`src/rtl/sa2c_pkg.sv`:
```
package sa2c_pkg;
   typedef enum logic [1:0] {
      FILL_IDLE = 2'd0,
      FILL_BEAT = 2'd1,
      FILL_DONE = 2'd2
   } fill_state_e;
endpackage

```
`src/rtl/sa2c_way.sv`:
```
// One way of the cache: valid bit, tag and line data for every set.
module sa2c_way #(
   parameter int TAG_W     = 3,
   parameter int IDX_W     = 1,
   parameter int LINE_BITS = 16
) (
   input  logic                 clk,
   input  logic                 rst_n,
   input  logic [IDX_W-1:0]     rd_idx_i,
   output logic                 rd_valid_o,
   output logic [TAG_W-1:0]     rd_tag_o,
   output logic [LINE_BITS-1:0] rd_line_o,
   input  logic                 wr_en_i,
   input  logic [IDX_W-1:0]     wr_idx_i,
   input  logic [TAG_W-1:0]     wr_tag_i,
   input  logic [LINE_BITS-1:0] wr_line_i
);
   localparam int SETS = 1 << IDX_W;

   logic [SETS-1:0]      valid_q;
   logic [TAG_W-1:0]     tag_q  [SETS];
   logic [LINE_BITS-1:0] line_q [SETS];

   always_ff @(posedge clk) begin
      if (!rst_n) begin
         valid_q <= '0;
         for (int s = 0; s < SETS; s++) begin
            tag_q[s]  <= '0;
            line_q[s] <= '0;
         end
      end else if (wr_en_i) begin
         valid_q[wr_idx_i] <= 1'b1;
         tag_q[wr_idx_i]   <= wr_tag_i;
         line_q[wr_idx_i]  <= wr_line_i;
      end
   end

   assign rd_valid_o = valid_q[rd_idx_i];
   assign rd_tag_o   = tag_q[rd_idx_i];
   assign rd_line_o  = line_q[rd_idx_i];
endmodule

```
`src/rtl/sa2c_repl.sv`:
```
// Per-set recency bit for a two-way cache; the bit names the way to evict next.
module sa2c_repl #(
   parameter int IDX_W = 1
) (
   input  logic             clk,
   input  logic             rst_n,
   input  logic [IDX_W-1:0] rd_idx_i,
   input  logic [1:0]       way_valid_i,
   output logic             victim_o,
   input  logic             touch_en_i,
   input  logic [IDX_W-1:0] touch_idx_i,
   input  logic             touch_way_i
);
   localparam int SETS = 1 << IDX_W;

   logic [SETS-1:0] evict_q;

   always_ff @(posedge clk) begin
      if (!rst_n) begin
         evict_q <= '0;
      end else if (touch_en_i) begin
         evict_q[touch_idx_i] <= ~touch_way_i;
      end
   end

   always_comb begin
      if (!way_valid_i[0]) begin
         victim_o = 1'b0;
      end else if (!way_valid_i[1]) begin
         victim_o = 1'b1;
      end else begin
         victim_o = evict_q[rd_idx_i];
      end
   end
endmodule

```
`src/rtl/sa2c_fill_fsm.sv`:
```
// Reads one block from memory, one byte per handshake, in ascending offset order.
module sa2c_fill_fsm
   import sa2c_pkg::*;
#(
   parameter int ADDR_W = 5,
   parameter int DATA_W = 8,
   parameter int OFF_W  = 1
) (
   input  logic                      clk,
   input  logic                      rst_n,
   input  logic                      start_i,
   input  logic [ADDR_W-1:0]         addr_i,
   input  logic                      mem_ready_i,
   input  logic [DATA_W-1:0]         mem_data_i,
   output logic                      busy_o,
   output logic                      mem_req_o,
   output logic [ADDR_W-1:0]         mem_addr_o,
   output logic                      done_o,
   output logic [ADDR_W-1:0]         addr_o,
   output logic [(DATA_W<<OFF_W)-1:0] block_o
);
   localparam int BLK    = 1 << OFF_W;
   localparam int LINE_W = ADDR_W - OFF_W;

   fill_state_e               state_q;
   logic [LINE_W-1:0]         line_q;
   logic [OFF_W-1:0]          off_q;
   logic [OFF_W-1:0]          beat_q;
   logic [BLK*DATA_W-1:0]     block_q;

   always_ff @(posedge clk) begin
      if (!rst_n) begin
         state_q <= FILL_IDLE;
         line_q  <= '0;
         off_q   <= '0;
         beat_q  <= '0;
         block_q <= '0;
      end else begin
         case (state_q)
            FILL_IDLE: begin
               if (start_i) begin
                  line_q  <= addr_i[ADDR_W-1:OFF_W];
                  off_q   <= addr_i[OFF_W-1:0];
                  beat_q  <= '0;
                  state_q <= FILL_BEAT;
               end
            end
            FILL_BEAT: begin
               if (mem_ready_i) begin
                  for (int b = 0; b < BLK; b++) begin
                     if (beat_q == OFF_W'(b)) begin
                        block_q[b*DATA_W +: DATA_W] <= mem_data_i;
                     end
                  end
                  if (beat_q == {OFF_W{1'b1}}) begin
                     state_q <= FILL_DONE;
                  end else begin
                     beat_q <= beat_q + 1'b1;
                  end
               end
            end
            FILL_DONE: state_q <= FILL_IDLE;
            default:   state_q <= FILL_IDLE;
         endcase
      end
   end

   assign busy_o     = (state_q != FILL_IDLE);
   assign mem_req_o  = (state_q == FILL_BEAT);
   assign mem_addr_o = {line_q, beat_q};
   assign done_o     = (state_q == FILL_DONE);
   assign addr_o     = {line_q, off_q};
   assign block_o    = block_q;
endmodule

```
`src/rtl/sa2c_load_cache.sv`:
```
// Two-way set-associative load cache with per-set recency replacement.
module sa2c_load_cache #(
   parameter int ADDR_W = 5,
   parameter int IDX_W  = 1,
   parameter int OFF_W  = 1,
   parameter int DATA_W = 8,
   parameter int WAYS   = 2,
   parameter int CNT_W  = 16
) (
   input  logic              clk,
   input  logic              rst_n,
   input  logic              ld_valid,
   input  logic [ADDR_W-1:0] ld_addr,
   output logic              ld_busy,
   output logic              rsp_valid,
   output logic [DATA_W-1:0] rsp_data,
   output logic              rsp_hit,
   output logic [CNT_W-1:0]  hit_count,
   output logic [CNT_W-1:0]  miss_count,
   output logic              mem_req,
   output logic [ADDR_W-1:0] mem_addr,
   input  logic              mem_ready,
   input  logic [DATA_W-1:0] mem_data
);
   localparam int TAG_W     = ADDR_W - IDX_W - OFF_W;
   localparam int BLK       = 1 << OFF_W;
   localparam int LINE_BITS = BLK * DATA_W;

   if (WAYS != 2) begin : g_bad_ways
      $error("sa2c_load_cache: recency logic supports exactly two ways");
   end
   if (TAG_W < 1) begin : g_bad_split
      $error("sa2c_load_cache: address too narrow for index and offset");
   end

   // lookup address fields
   logic [TAG_W-1:0] lk_tag;
   logic [IDX_W-1:0] lk_idx;
   logic [OFF_W-1:0] lk_off;
   assign lk_tag = ld_addr[ADDR_W-1 -: TAG_W];
   assign lk_idx = ld_addr[OFF_W +: IDX_W];
   assign lk_off = ld_addr[OFF_W-1:0];

   // fill engine
   logic                 fill_busy;
   logic                 fill_done;
   logic [ADDR_W-1:0]    fill_addr;
   logic [LINE_BITS-1:0] fill_block;
   logic                 accept;
   logic                 miss_start;

   assign accept = ld_valid && !fill_busy;

   sa2c_fill_fsm #(
      .ADDR_W (ADDR_W),
      .DATA_W (DATA_W),
      .OFF_W  (OFF_W)
   ) u_fill (
      .clk         (clk),
      .rst_n       (rst_n),
      .start_i     (miss_start),
      .addr_i      (ld_addr),
      .mem_ready_i (mem_ready),
      .mem_data_i  (mem_data),
      .busy_o      (fill_busy),
      .mem_req_o   (mem_req),
      .mem_addr_o  (mem_addr),
      .done_o      (fill_done),
      .addr_o      (fill_addr),
      .block_o     (fill_block)
   );

   logic [TAG_W-1:0] fill_tag;
   logic [IDX_W-1:0] fill_idx;
   logic [OFF_W-1:0] fill_off;
   assign fill_tag = fill_addr[ADDR_W-1 -: TAG_W];
   assign fill_idx = fill_addr[OFF_W +: IDX_W];
   assign fill_off = fill_addr[OFF_W-1:0];

   // way storage and tag compare
   logic [WAYS-1:0]      way_valid;
   logic [TAG_W-1:0]     way_tag  [WAYS];
   logic [LINE_BITS-1:0] way_line [WAYS];
   logic [WAYS-1:0]      hit_vec;
   logic                 victim_q;

   for (genvar w = 0; w < WAYS; w++) begin : g_way
      logic wr_en;
      assign wr_en = fill_done && (victim_q == 1'(w));

      sa2c_way #(
         .TAG_W     (TAG_W),
         .IDX_W     (IDX_W),
         .LINE_BITS (LINE_BITS)
      ) u_way (
         .clk        (clk),
         .rst_n      (rst_n),
         .rd_idx_i   (lk_idx),
         .rd_valid_o (way_valid[w]),
         .rd_tag_o   (way_tag[w]),
         .rd_line_o  (way_line[w]),
         .wr_en_i    (wr_en),
         .wr_idx_i   (fill_idx),
         .wr_tag_i   (fill_tag),
         .wr_line_i  (fill_block)
      );

      assign hit_vec[w] = way_valid[w] && (way_tag[w] == lk_tag);
   end

   logic                 any_hit;
   logic                 hit_way;
   logic [LINE_BITS-1:0] hit_line;
   logic [DATA_W-1:0]    hit_byte;
   logic [DATA_W-1:0]    fill_byte;

   assign any_hit    = |hit_vec;
   assign miss_start = accept && !any_hit;

   always_comb begin
      hit_way  = 1'b0;
      hit_line = way_line[0];
      for (int w = 0; w < WAYS; w++) begin
         if (hit_vec[w]) begin
            hit_way  = 1'(w);
            hit_line = way_line[w];
         end
      end
   end

   always_comb begin
      hit_byte  = '0;
      fill_byte = '0;
      for (int b = 0; b < BLK; b++) begin
         if (lk_off == OFF_W'(b)) begin
            hit_byte = hit_line[b*DATA_W +: DATA_W];
         end
         if (fill_off == OFF_W'(b)) begin
            fill_byte = fill_block[b*DATA_W +: DATA_W];
         end
      end
   end

   // replacement
   logic       victim_now;
   logic       touch_en;
   logic [IDX_W-1:0] touch_idx;
   logic       touch_way;

   assign touch_en  = (accept && any_hit) || fill_done;
   assign touch_idx = fill_done ? fill_idx : lk_idx;
   assign touch_way = fill_done ? victim_q : hit_way;

   sa2c_repl #(
      .IDX_W (IDX_W)
   ) u_repl (
      .clk         (clk),
      .rst_n       (rst_n),
      .rd_idx_i    (lk_idx),
      .way_valid_i (way_valid),
      .victim_o    (victim_now),
      .touch_en_i  (touch_en),
      .touch_idx_i (touch_idx),
      .touch_way_i (touch_way)
   );

   always_ff @(posedge clk) begin
      if (!rst_n) begin
         victim_q <= 1'b0;
      end else if (miss_start) begin
         victim_q <= victim_now;
      end
   end

   // response and counters
   always_ff @(posedge clk) begin
      if (!rst_n) begin
         rsp_valid  <= 1'b0;
         rsp_hit    <= 1'b0;
         rsp_data   <= '0;
         hit_count  <= '0;
         miss_count <= '0;
      end else if (accept && any_hit) begin
         rsp_valid <= 1'b1;
         rsp_hit   <= 1'b1;
         rsp_data  <= hit_byte;
         hit_count <= hit_count + 1'b1;
      end else if (fill_done) begin
         rsp_valid  <= 1'b1;
         rsp_hit    <= 1'b0;
         rsp_data   <= fill_byte;
         miss_count <= miss_count + 1'b1;
      end else begin
         rsp_valid <= 1'b0;
      end
   end

   assign ld_busy = fill_busy;
endmodule

```
`config.mk`:
```
export PLATFORM = sky130hd
export DESIGN_NAME = sa2c_load_cache
export DESIGN_NICKNAME = d
export VERILOG_FILES = /design/src/rtl/sa2c_pkg.sv /design/src/rtl/sa2c_way.sv /design/src/rtl/sa2c_repl.sv /design/src/rtl/sa2c_fill_fsm.sv /design/src/rtl/sa2c_load_cache.sv
export SDC_FILE = /design/constraint.sdc
export NUM_CORES = 1
export LEC_CHECK = 0
export BUFFER_PORTS_ARGS = -buffer_cell sky130_fd_sc_hd__buf_2
export CORE_MARGIN = 2
export CORE_UTILIZATION = 63
export DETAILED_ROUTE_END_ITERATION = 10
export GPL_TIMING_DRIVEN = 1
export PLACE_DENSITY = 0.84
export SETUP_SLACK_MARGIN = 0.15
export SLEW_MARGIN = 20
export SYNTH_ARGS = -nofsm -noshare
export SYNTH_HDL_FRONTEND = slang
export SYNTH_SLANG_ARGS = --single-unit
```
`constraint.sdc`:
```
create_clock -name clk -period 4 [get_ports clk]
set_input_delay 0.4 -clock clk [delete_from_list [all_inputs] [get_ports clk]]
set_output_delay 0.4 -clock clk [all_outputs]
set_load 0.03 [all_outputs]
```
==> impl_metrics.ini, run 1 <==
[outcome]
status = finished, final reports clean

[floorplan]
initial_core_util_pct = 64.4
design.core.area_um2 = 10200
dieArea_um2 = 11300
io_pins = 66
fp.dieW_um = 106
die_height_um = 106
num_rows = 37

[timing]
post-route-period-util_pct = 71.8
finalMaxSlewViolations = 0
hold_violations = 0
setup_slack_ps = 1130
fmax_mhz = 348
period_minus_slack_ps = 2870
worst_pin_slew_ps = 871
setup_viol = 0
fin_setup_tns_ps = 0
grt_setup_unrepaired = no
slew_headroom_pct = 41.8
fin_skew_ps = 7.95

[clock_network]
numCtsBuffers = 17
path_clk_slew_ps = 60
clkLatencyLatePin_ps = 520
root_buffer = clkbuf_8
cts_max_level = 4
cts_max_path_buffers = 2
cts_resized = 0
cts-hold-fix-buffers = 0
cts_setup_buffers = 0
cts.sinks = 149
cts_tree = done

[critical_path]
timing.rr.start = g_way[1].u_way.tag_q[1][2]
startpoint = g_way[1].u_way.tag_q[1][2]
worstPathArrival_ps = 3270
critPathLaunchType = flop
crit_end = rsp_data[7]
cp_max_fo = 19
worst_setup_path_end_kind = flop
crit_type = flop to flop
slowest_delay_ps = 760
worstPathCellList = mux2i_1 -> xor2_1 -> and3_1 -> o21a_1 -> a211oi_1 -> a211oi_1
cp_slowest_cell = o21a_1
worstReg2RegEnd = rsp_data[7]
crit_path_frequent_cell = a211oi_1
critPathRequiredTime_ps = 4390
rrSetupSlack_ps = 1130
reg2reg_depth = 6

[flow_run]
drv_cap = 0

[routing]
first_pass_iters = 5
wl_met2_um = 7520
wl_met3_um = 851
dr.first_iter.drc_count = 345
viasPerCell = 5.90
antenna_left = 0
drt_wl_total_um = 14500
wl_met1_um = 5710
via_count = 4547
wl_per_cell_um = 18.8
top_layer = met4
drc = 0

[min_path]
whs_path_depth = 3
worst_hold_path_type = input port to flop

[synthesis]
synth-seq-cells = 149
ys_warn_count = 0
async_flop_share_pct = 0
synth.net_count = 582
synth_edf_count = 76
syn_avg_cell_area_um2 = 11.7
syn_area_um2 = 6590
ys_seq_area_share_pct = 56.8
synth_ff_type = edfxtp_1
synthCells = 563
synthDistinctLibCells = 50

[final_layout]
syn_to_final_growth_pct = 14.7
drive_gt1_share_pct = 20.3
n_fill_cell = 666
antenna_cells = 0
fin_nets = 641

[global_route]
grt_antenna_before_repair = 0
grt_max_degree = 60
grt_pass1_wl_um = 23000
gr-total-overflow = 0
grtUsageTotal_pct = 27.0
grt_pass1_vias = 4636

[placed_design]
dpl_worst_slack_ps = 905
io_buffers = 65
hpwl_um = 9240
gp_congestion = 0.784

[pwr]
powerDensity_nw_per_um2 = 442
power_uw = 3340
vdd_drop_max_uv = 255
leakage_uw = 0.00292
## metal layers
| layer | vias up | GRT usage, % |
|---|---|---|
| met5 | - | 0 |
| met4 | 0 | 12.9 |
| met3 | 30 | 4.23 |
| met2 | 171 | 47.1 |
| met1 | 2225 | 32.8 |
| li1 | 2121 | - |
## per-stage QoR
| stage | util (%) | std cells | cell area (um^2) | hold WS (ps) |
|---|---|---|---|---|
| after floorplan | - | 563 | 6590 | 427 |
| after global placement | 68.2 | 739 | 6980 | 438 |
| after detailed placement | 68.3 | 739 | 6980 | 459 |
| after CTS | 73.9 | 771 | 7560 | 116 |
| after global routing | 73.9 | 771 | 7560 | 138 |
| final | 73.9 | 771 | 7560 | 124 |
## worst max-delay path, delay by kind of cell (launching register included)
| family | cells | cell delay [ps] |
|---|---|---|
| flops | 1 | 380 |
| compound gates | 3 | 1220 |
| mux | 1 | 200 |
| xor+xnor | 1 | 210 |
| simple gates | 1 | 730 |
## worst min path at each step
stage                              start                         to  slack (ps)
2_1_floorplan  g_way[1].u_way.valid_q[0]  g_way[1].u_way.valid_q[0]         430
3_3_place_gp   g_way[1].u_way.valid_q[0]  g_way[1].u_way.valid_q[0]         440
3_5_place_dp           u_repl.evict_q[0]          u_repl.evict_q[0]         460
6_report                     mem_data[1]          u_fill.block_o[9]         120
4_1_cts                      mem_data[1]          u_fill.block_o[9]         120
5_1_grt                      mem_data[1]          u_fill.block_o[9]         140
## cells in the final DEF (no fill, tap or decap), types with 6 or more instances in the layout
cell       count
nand2_1       43
mux4_2        15
edfxtp_1      76
a211oi_1      12
nand4_1        6
mux2i_1       37
clkbuf_16     16
a21oi_1       22
inv_1         10
nor2_1        42
xor2_1        15
dfxtp_1       73
xnor2_1       13
and2_1        82
nand3_1        8
buf_2         65
nand2b_1       6
buf_4         11
## cell type report
cell class	instances	area (um^2)	area share, %
multi-input combinational	367	2620	34.7
tap	136	170	2.25
timing repair buffer	76	408	5.39
inverter	11	42.5	0.563
sequential	149	3740	49.5
clock inverter	11	125	1.65
clock buffer	21	449	5.94
## where the power goes
| group | total, uW | internal (uW) | switching (uW) |
|---|---|---|---|
| clock | 1530 | 922 | 609 |
| combinational | 148 | 56.7 | 91.3 |
| sequential | 1660 | 1640 | 24.0 |
## cell usage after synthesis, types with 4 or more instances
cell       n  area share [%]
and3_1     4            0.38
nor2b_1    4            0.38
nand2_1   43             2.4
or4_1      4            0.46
nand4_1    6            0.57
and2_1    82             7.8
nor2_1    44             2.5
inv_1     10            0.57
nand2b_1   6            0.57
o31ai_1    4            0.46
a21oi_1   22             1.7
nand3_1    8            0.61
nor3_1     4            0.30
o211ai_1   4            0.46
dfxtp_1   73              22
mux2i_1   37             5.6
mux4_2    15             5.1
xnor2_1   13             1.7
a211oi_1  12             1.4
xor2_1    15             2.0
edfxtp_1  76              35
buf_2      9            0.68
o21ai_0    5            0.38
clkbuf_1  21             1.2
## registers in the layout, summed over array words and instances, names as in the netlist, 2 cells and up
register	flops
g_way.u_way.valid_q	4
hit_count	16
u_fill.line_q	4
miss_count	16
g_way.u_way.line_q	64
u_repl.evict_q	2
g_way.u_way.tag_q	12
u_fill.block_o	16
rsp_data	8
u_fill.state_q	2
## cells by family after synthesis
family	after synthesis	synth area share, %
AOI/OAI and AO/OA	66	6.74
adders and majority gates	2	0.380
buffers and inverters	47	3.47
muxes	53	11.1
xor gates and xnor gates	28	3.72
DFF	149	56.8
and+or+nand+nor	218	17.7
No activity file was read; power rests on OpenSTA's default activity.
==> run 2, diff against run 1 <==
--- a/config.mk
+++ b/config.mk
@@ -7,10 +7,10 @@
 export LEC_CHECK = 0
 export BUFFER_PORTS_ARGS = -buffer_cell sky130_fd_sc_hd__buf_2
 export CORE_MARGIN = 2
-export CORE_UTILIZATION = 63
+export CORE_UTILIZATION = 53
 export DETAILED_ROUTE_END_ITERATION = 10
 export GPL_TIMING_DRIVEN = 1
-export PLACE_DENSITY = 0.84
+export PLACE_DENSITY = 0.76
 export SETUP_SLACK_MARGIN = 0.15
 export SLEW_MARGIN = 20
 export SYNTH_ARGS = -nofsm -noshare
==> constraint.sdc (replaced) <==
create_clock -name clk -period 2.5 [get_ports clk]
set_input_delay 0.25 -clock clk [delete_from_list [all_inputs] [get_ports clk]]
set_output_delay 0.25 -clock clk [all_outputs]
set_load 0.03 [all_outputs]
==> impl_metrics.ini, run 2 (same netlist as run 1, synthesis figures left out) <==
[critical_path]
critPathRequiredTime_ps = 2830
cp_max_fo = 24
reg2reg_depth = 7
critPathLaunchType = flop
worstPathCellList = xor2_1 -> o32ai_1 -> and3_1 -> buf_12 -> o21ai_2 -> or4_1 -> a21oi_1
cp_slowest_cell = or4_1
rrSetupSlack_ps = 300
worst_setup_path_end_kind = flop
worstPathArrival_ps = 2530
worstReg2RegEnd = hit_count[10]
slowest_delay_ps = 540
crit_type = flop to flop
crit_buf_inv = 1
critPathTopFamily = simple AND/OR/NAND/NOR gates
timing.rr.start = g_way[1].u_way.tag_q[0][1]

[final_layout]
fin_area_um2 = 7680
largest_reg_flops = 64
antenna_cells = 0
syn_to_final_growth_pct = 16.5
fin_nets = 652
drive_gt1_share_pct = 21.4
largest-register = g_way.u_way.line_q
final_common_cell = and2_1
fin_util_pct = 63.7
layout_common_cells = 82 x and2_1, 76 x edfxtp_1, 73 x dfxtp_1

[floorplan]
dieArea_um2 = 13300
initial_core_util_pct = 54.6
num_rows = 40
io_pins = 66
fp.dieW_um = 116
die_height_um = 116
design.core.area_um2 = 12100

[min_path]
worst_hold_path_type = input port to flop
whs_path_depth = 3
worst_hold_path.endpoint = u_fill.block_o[9]
hp-start = mem_data[1]

[placed_design]
io_buffers = 65
gp_congestion = 0.827
place_area_um2 = 7130
hpwl_um = 9540
dpl_worst_slack_ps = 216

[routing]
via_count = 4539
first_pass_iters = 5
antenna_left = 0
wl_per_cell_um = 17.9
dr.first_iter.drc_count = 408
viasPerCell = 5.58
drc = 0
drt_wl_total_um = 14600

[clock_network]
numCtsBuffers = 17
path_clk_slew_ps = 60
cts_max_level = 4
cts_tree = done
clkLatencyLatePin_ps = 420
root_buffer = clkbuf_16
cts_max_path_buffers = 2
cts.sinks = 149
cts-hold-fix-buffers = 0

[timing]
post-route-period-util_pct = 87.9
setup_viol = 0
setup_slack_ps = 302
worst_pin_slew_ps = 937
hold_violations = 0
hold_slack_ps = 82.4
finalMaxSlewViolations = 0
fin_skew_ps = 10.3
fmax_mhz = 455
slew_headroom_pct = 37.5
period_minus_slack_ps = 2200
grt_setup_unrepaired = no

[pwr]
power_uw = 5240
vdd_drop_max_uv = 604
powerDensity_nw_per_um2 = 682
leakage_uw = 0.00298

[global_route]
grt_antenna_before_repair = 0
grtUsageTotal_pct = 23.4
grt_pass1_wl_um = 23300
grt_max_degree = 48
gr-total-overflow = 0
grt_pass1_vias = 4454

[outcome]
status = finished, final reports clean

[flow_run]
drv_cap = 0
[run 2: worst register-to-register path: stages, from the launching register on]
cell	delay (ps)
edfxtp_1	390
xor2_1	160
o32ai_1	250
and3_1	250
buf_12	220
o21ai_2	170
or4_1	540
a21oi_1	140
[run 2: worst max-delay path by stage]
stage	end	cells past startpoint	slack [ps]	start
after floorplan	g_way[1].u_way.line_q[1][0]	4	-170	u_fill.state_q[0]
after global routing	rsp_data[5]	7	150	g_way[1].u_way.tag_q[0][1]
after global placement	hit_count[10]	8	280	ld_addr[1]
final	hit_count[10]	7	300	g_way[1].u_way.tag_q[0][1]
after CTS	hit_count[15]	7	310	g_way[1].u_way.tag_q[0][1]
after detailed placement	hit_count[15]	8	220	ld_addr[1]
[run 2: per-stage QoR]
stage | TNS, ps | cells
5_1_grt | 0 | 814
3_5_place_dp | 0 | 782
3_3_place_gp | 0 | 782
2_1_floorplan | -6270 | 563
6_report | 0 | 814
4_1_cts | 0 | 814
[run 2: where the power goes]
part	internal [uW]	leakage [uW]	switching, uW
clock network	1380	0.000268	958
logic	100	0.00133	150
registers	2620	0.00138	37.2
total	4090	0.00298	1150
[run 2: layout make-up]
cell class,count,area [um^2]
sequential,149,3740
fill,934,4380
inverter,11,41.3
tap,168,210
timing repair buffer,87,515
clock buffer,20,447
clock inverter,12,88.8
multi-input combinational,367,2630
[run 2: repair_timing]
action / 4_1_cts / 5_1_grt
endpoints found under the setup margin: 0 / 2
hold endpoints to repair: 0 / 0
setup buffers: 0 / 0
gates resized for setup: 0 / 2
[run 2: metal layers]
metal	share of wire (%)	GRT usage, %	up-vias
met5	0	0	-
met4	0.97	7.63	0
met3	5.6	5.23	12
met2	52	40.5	148
met1	42	29.1	2234
li1	-	-	2145
==> run 3, diff against run 2 <==
--- a/config.mk
+++ b/config.mk
@@ -5,6 +5,7 @@
 export SDC_FILE = /design/constraint.sdc
 export NUM_CORES = 1
 export LEC_CHECK = 0
+export ABC_AREA = 1
 export BUFFER_PORTS_ARGS = -buffer_cell sky130_fd_sc_hd__buf_2
 export CORE_MARGIN = 2
 export CORE_UTILIZATION = 53
==> impl_metrics.ini, run 3 <==
[global_route]
grtUsageTotal_pct = 24.6
grt_pass1_wl_um = 25300
grt_max_degree = 33
gr-total-overflow = 0
grt_pass1_vias = 4951
grt_antenna_before_repair = 0

[synthesis]
async_flop_share_pct = 0
synth.net_count = 795
syn_avg_cell_area_um2 = 8.64
synth_top_area_share_pct = 34.0
synth_area_leaders = edfxtp_1 34%, dfxtp_1 22%, nand2_1 7.5%
ys_warn_count = 0
synthCells = 776
synth_compound_gate_area_share_pct = 9.44
yosysMostFrequentCell = nand2_1
ys_seq_area_share_pct = 55.8
synth_mux_area_share_pct = 3.88
ys_top_cells_by_count = 134 x nand2_1, 124 x nor2_1, 78 x inv_1, 76 x edfxtp_1, 73 x dfxtp_1
synth_simple_gate_area_share_pct = 22.1
synthDistinctLibCells = 33
yosysTopAreaCell = edfxtp_1
synth_top_family_by_area = simple AND/OR/NAND/NOR gates
synth-adder-area-share_pct = 0.373
syn_area_um2 = 6710
synth_edf_count = 76
synth-seq-cells = 149
synth-xor-area-share_pct = 0.914
synth_ff_type = edfxtp_1

[floorplan]
die_height_um = 116
dieArea_um2 = 13600
design.core.area_um2 = 12500
num_rows = 41
io_pins = 66
initial_core_util_pct = 53.8
fp.dieW_um = 116

[critical_path]
worstPathCellList = inv_1 -> nand2_1 -> a21oi_1 -> nor2_2 -> nand2_2 -> nand3_1 -> o21ai_0 -> a21oi_1
crit_type = flop to flop
startpoint = g_way[1].u_way.tag_q[0][1]
critPathLaunchType = flop
crit_path_frequent_cell = a21oi_1
worstPathArrival_ps = 2290
cp_max_fo = 14
worst_setup_path_end_kind = flop
rrSetupSlack_ps = 490
slowest_delay_ps = 480
timing.rr.start = g_way[1].u_way.tag_q[0][1]
critPathRequiredTime_ps = 2780
cp_slowest_cell = nand3_1

[timing]
fmax_mhz = 497
fin_setup_tns_ps = 0
fin_skew_ps = 7.69
setup_viol = 0
slew_headroom_pct = 61.4
hold_violations = 0
period_minus_slack_ps = 2010
finalMaxSlewViolations = 0
worst_pin_slew_ps = 578
grt_setup_unrepaired = no
post-route-period-util_pct = 80.4

[pwr]
p_int_uw = 4230
swShare_pct = 22.6
powerDensity_nw_per_um2 = 701
vdd_drop_max_uv = 686
pwr-share-clk_pct = 45.8
leakage_uw = 0.00318
p_sw_uw = 1230
share_comb_of_total_power_pct = 5.6
seqPwrFrac_pct = 48.6

[placed_design]
gp_congestion = 0.817
place_area_um2 = 7200
hpwl_um = 10300
io_buffers = 65

[min_path]
hp-start = mem_data[7]
worst_hold_path_type = input port to flop

[final_layout]
antenna_cells = 0
largest-register = g_way.u_way.line_q
final_common_cell = nand2_1
largest_reg_flops = 64
syn_to_final_growth_pct = 16.1
layout_common_cells = 134 x nand2_1, 124 x nor2_1, 78 x inv_1
drive_gt1_share_pct = 15.2
fin_area_um2 = 7790
fin_nets = 862

[routing]
wl_per_cell_um = 15.4
drt_wl_total_um = 15800
dr.first_iter.drc_count = 652
viasPerCell = 5.34
antenna_left = 0
drc = 0
first_pass_iters = 6
via_count = 5485

[clock_network]
cts_max_path_buffers = 2
cts.sinks = 149
cts_max_level = 4
clkLatencyLatePin_ps = 420
cts_setup_buffers = 0
numCtsBuffers = 17
cts-hold-fix-buffers = 0
root_buffer = clkbuf_16
path_clk_slew_ps = 60
cts_tree = done
cts_resized = 0

[outcome]
status = finished, final reports clean

[flow_run]
drv_cap = 0
==> run 3: kinds of logic after synthesis <==
family	after synthesis
and+or+nand+nor	352
adders and majority gates	2
xor gates and xnor gates	7
muxes	26
AOI/OAI and AO/OA	121
buffers and inverters	119
DFF	149
==> run 3: final timing paths <==
kind	depth (start not counted)	endpoint
hold reg to reg	2	g_way[1].u_way.valid_q[1]
setup reg to reg	8	u_fill.line_q[0]
hold / removal	3	u_fill.block_o[7]
setup / recovery	8	u_fill.line_q[0]
==> run 3: area by class of cell <==
cell class / instances / area (um^2)
flip-flops and latches: 149 / 3740
inverters: 81 / 304
multi-input cells: 508 / 2460
fillers: 1010 / 4680
clock inverters: 13 / 130
well taps: 172 / 215
repair buffers: 86 / 483
clock buffers: 19 / 453
==> run 3: per-stage QoR <==
| step | std cells | total power, uW | hold slack (ps) | util, % | setup slack, ps |
|---|---|---|---|---|---|
| 4_1_cts | 1028 | 5460 | 112 | 62.5 | 510 |
| 5_1_grt | 1028 | 5610 | 139 | 62.5 | 279 |
| 3_3_place_gp | 996 | 3000 | 434 | 57.8 | 318 |
| 3_5_place_dp | 996 | 3010 | 435 | 57.8 | 198 |
| 2_1_floorplan | 776 | 2910 | 423 | - | 580 |
| 6_report | 1028 | 5460 | 124 | 62.5 | 489 |
==> run 3: layer usage <==
layer | GRT usage [%] | up-vias | wire (um)
met5 | 0 | - | 0
met4 | 9.60 | 0 | 323
met3 | 6.33 | 20 | 1430
met2 | 37.3 | 258 | 7180
met1 | 34.3 | 2515 | 6920
li1 | - | 2692 | -
==> run 3: critical path, delay by kind of cell, from the launching register on <==
kind | cells | cell delay (ps)
AND/OR/NAND/NOR | 4 | 840
flip-flops | 1 | 350
buffers and inverters | 1 | 70
AO/OA/AOI/OAI | 3 | 610
==> run 3: power by group through the flow <==
stage | combinational [uW] | clock [uW] | sequential [uW]
final | 305 | 2500 | 2650
after global routing | 337 | 2620 | 2660
after CTS | 304 | 2510 | 2650
after detailed placement | 302 | 0 | 2700
after global placement | 299 | 0 | 2700
after floorplan | 206 | 0 | 2700
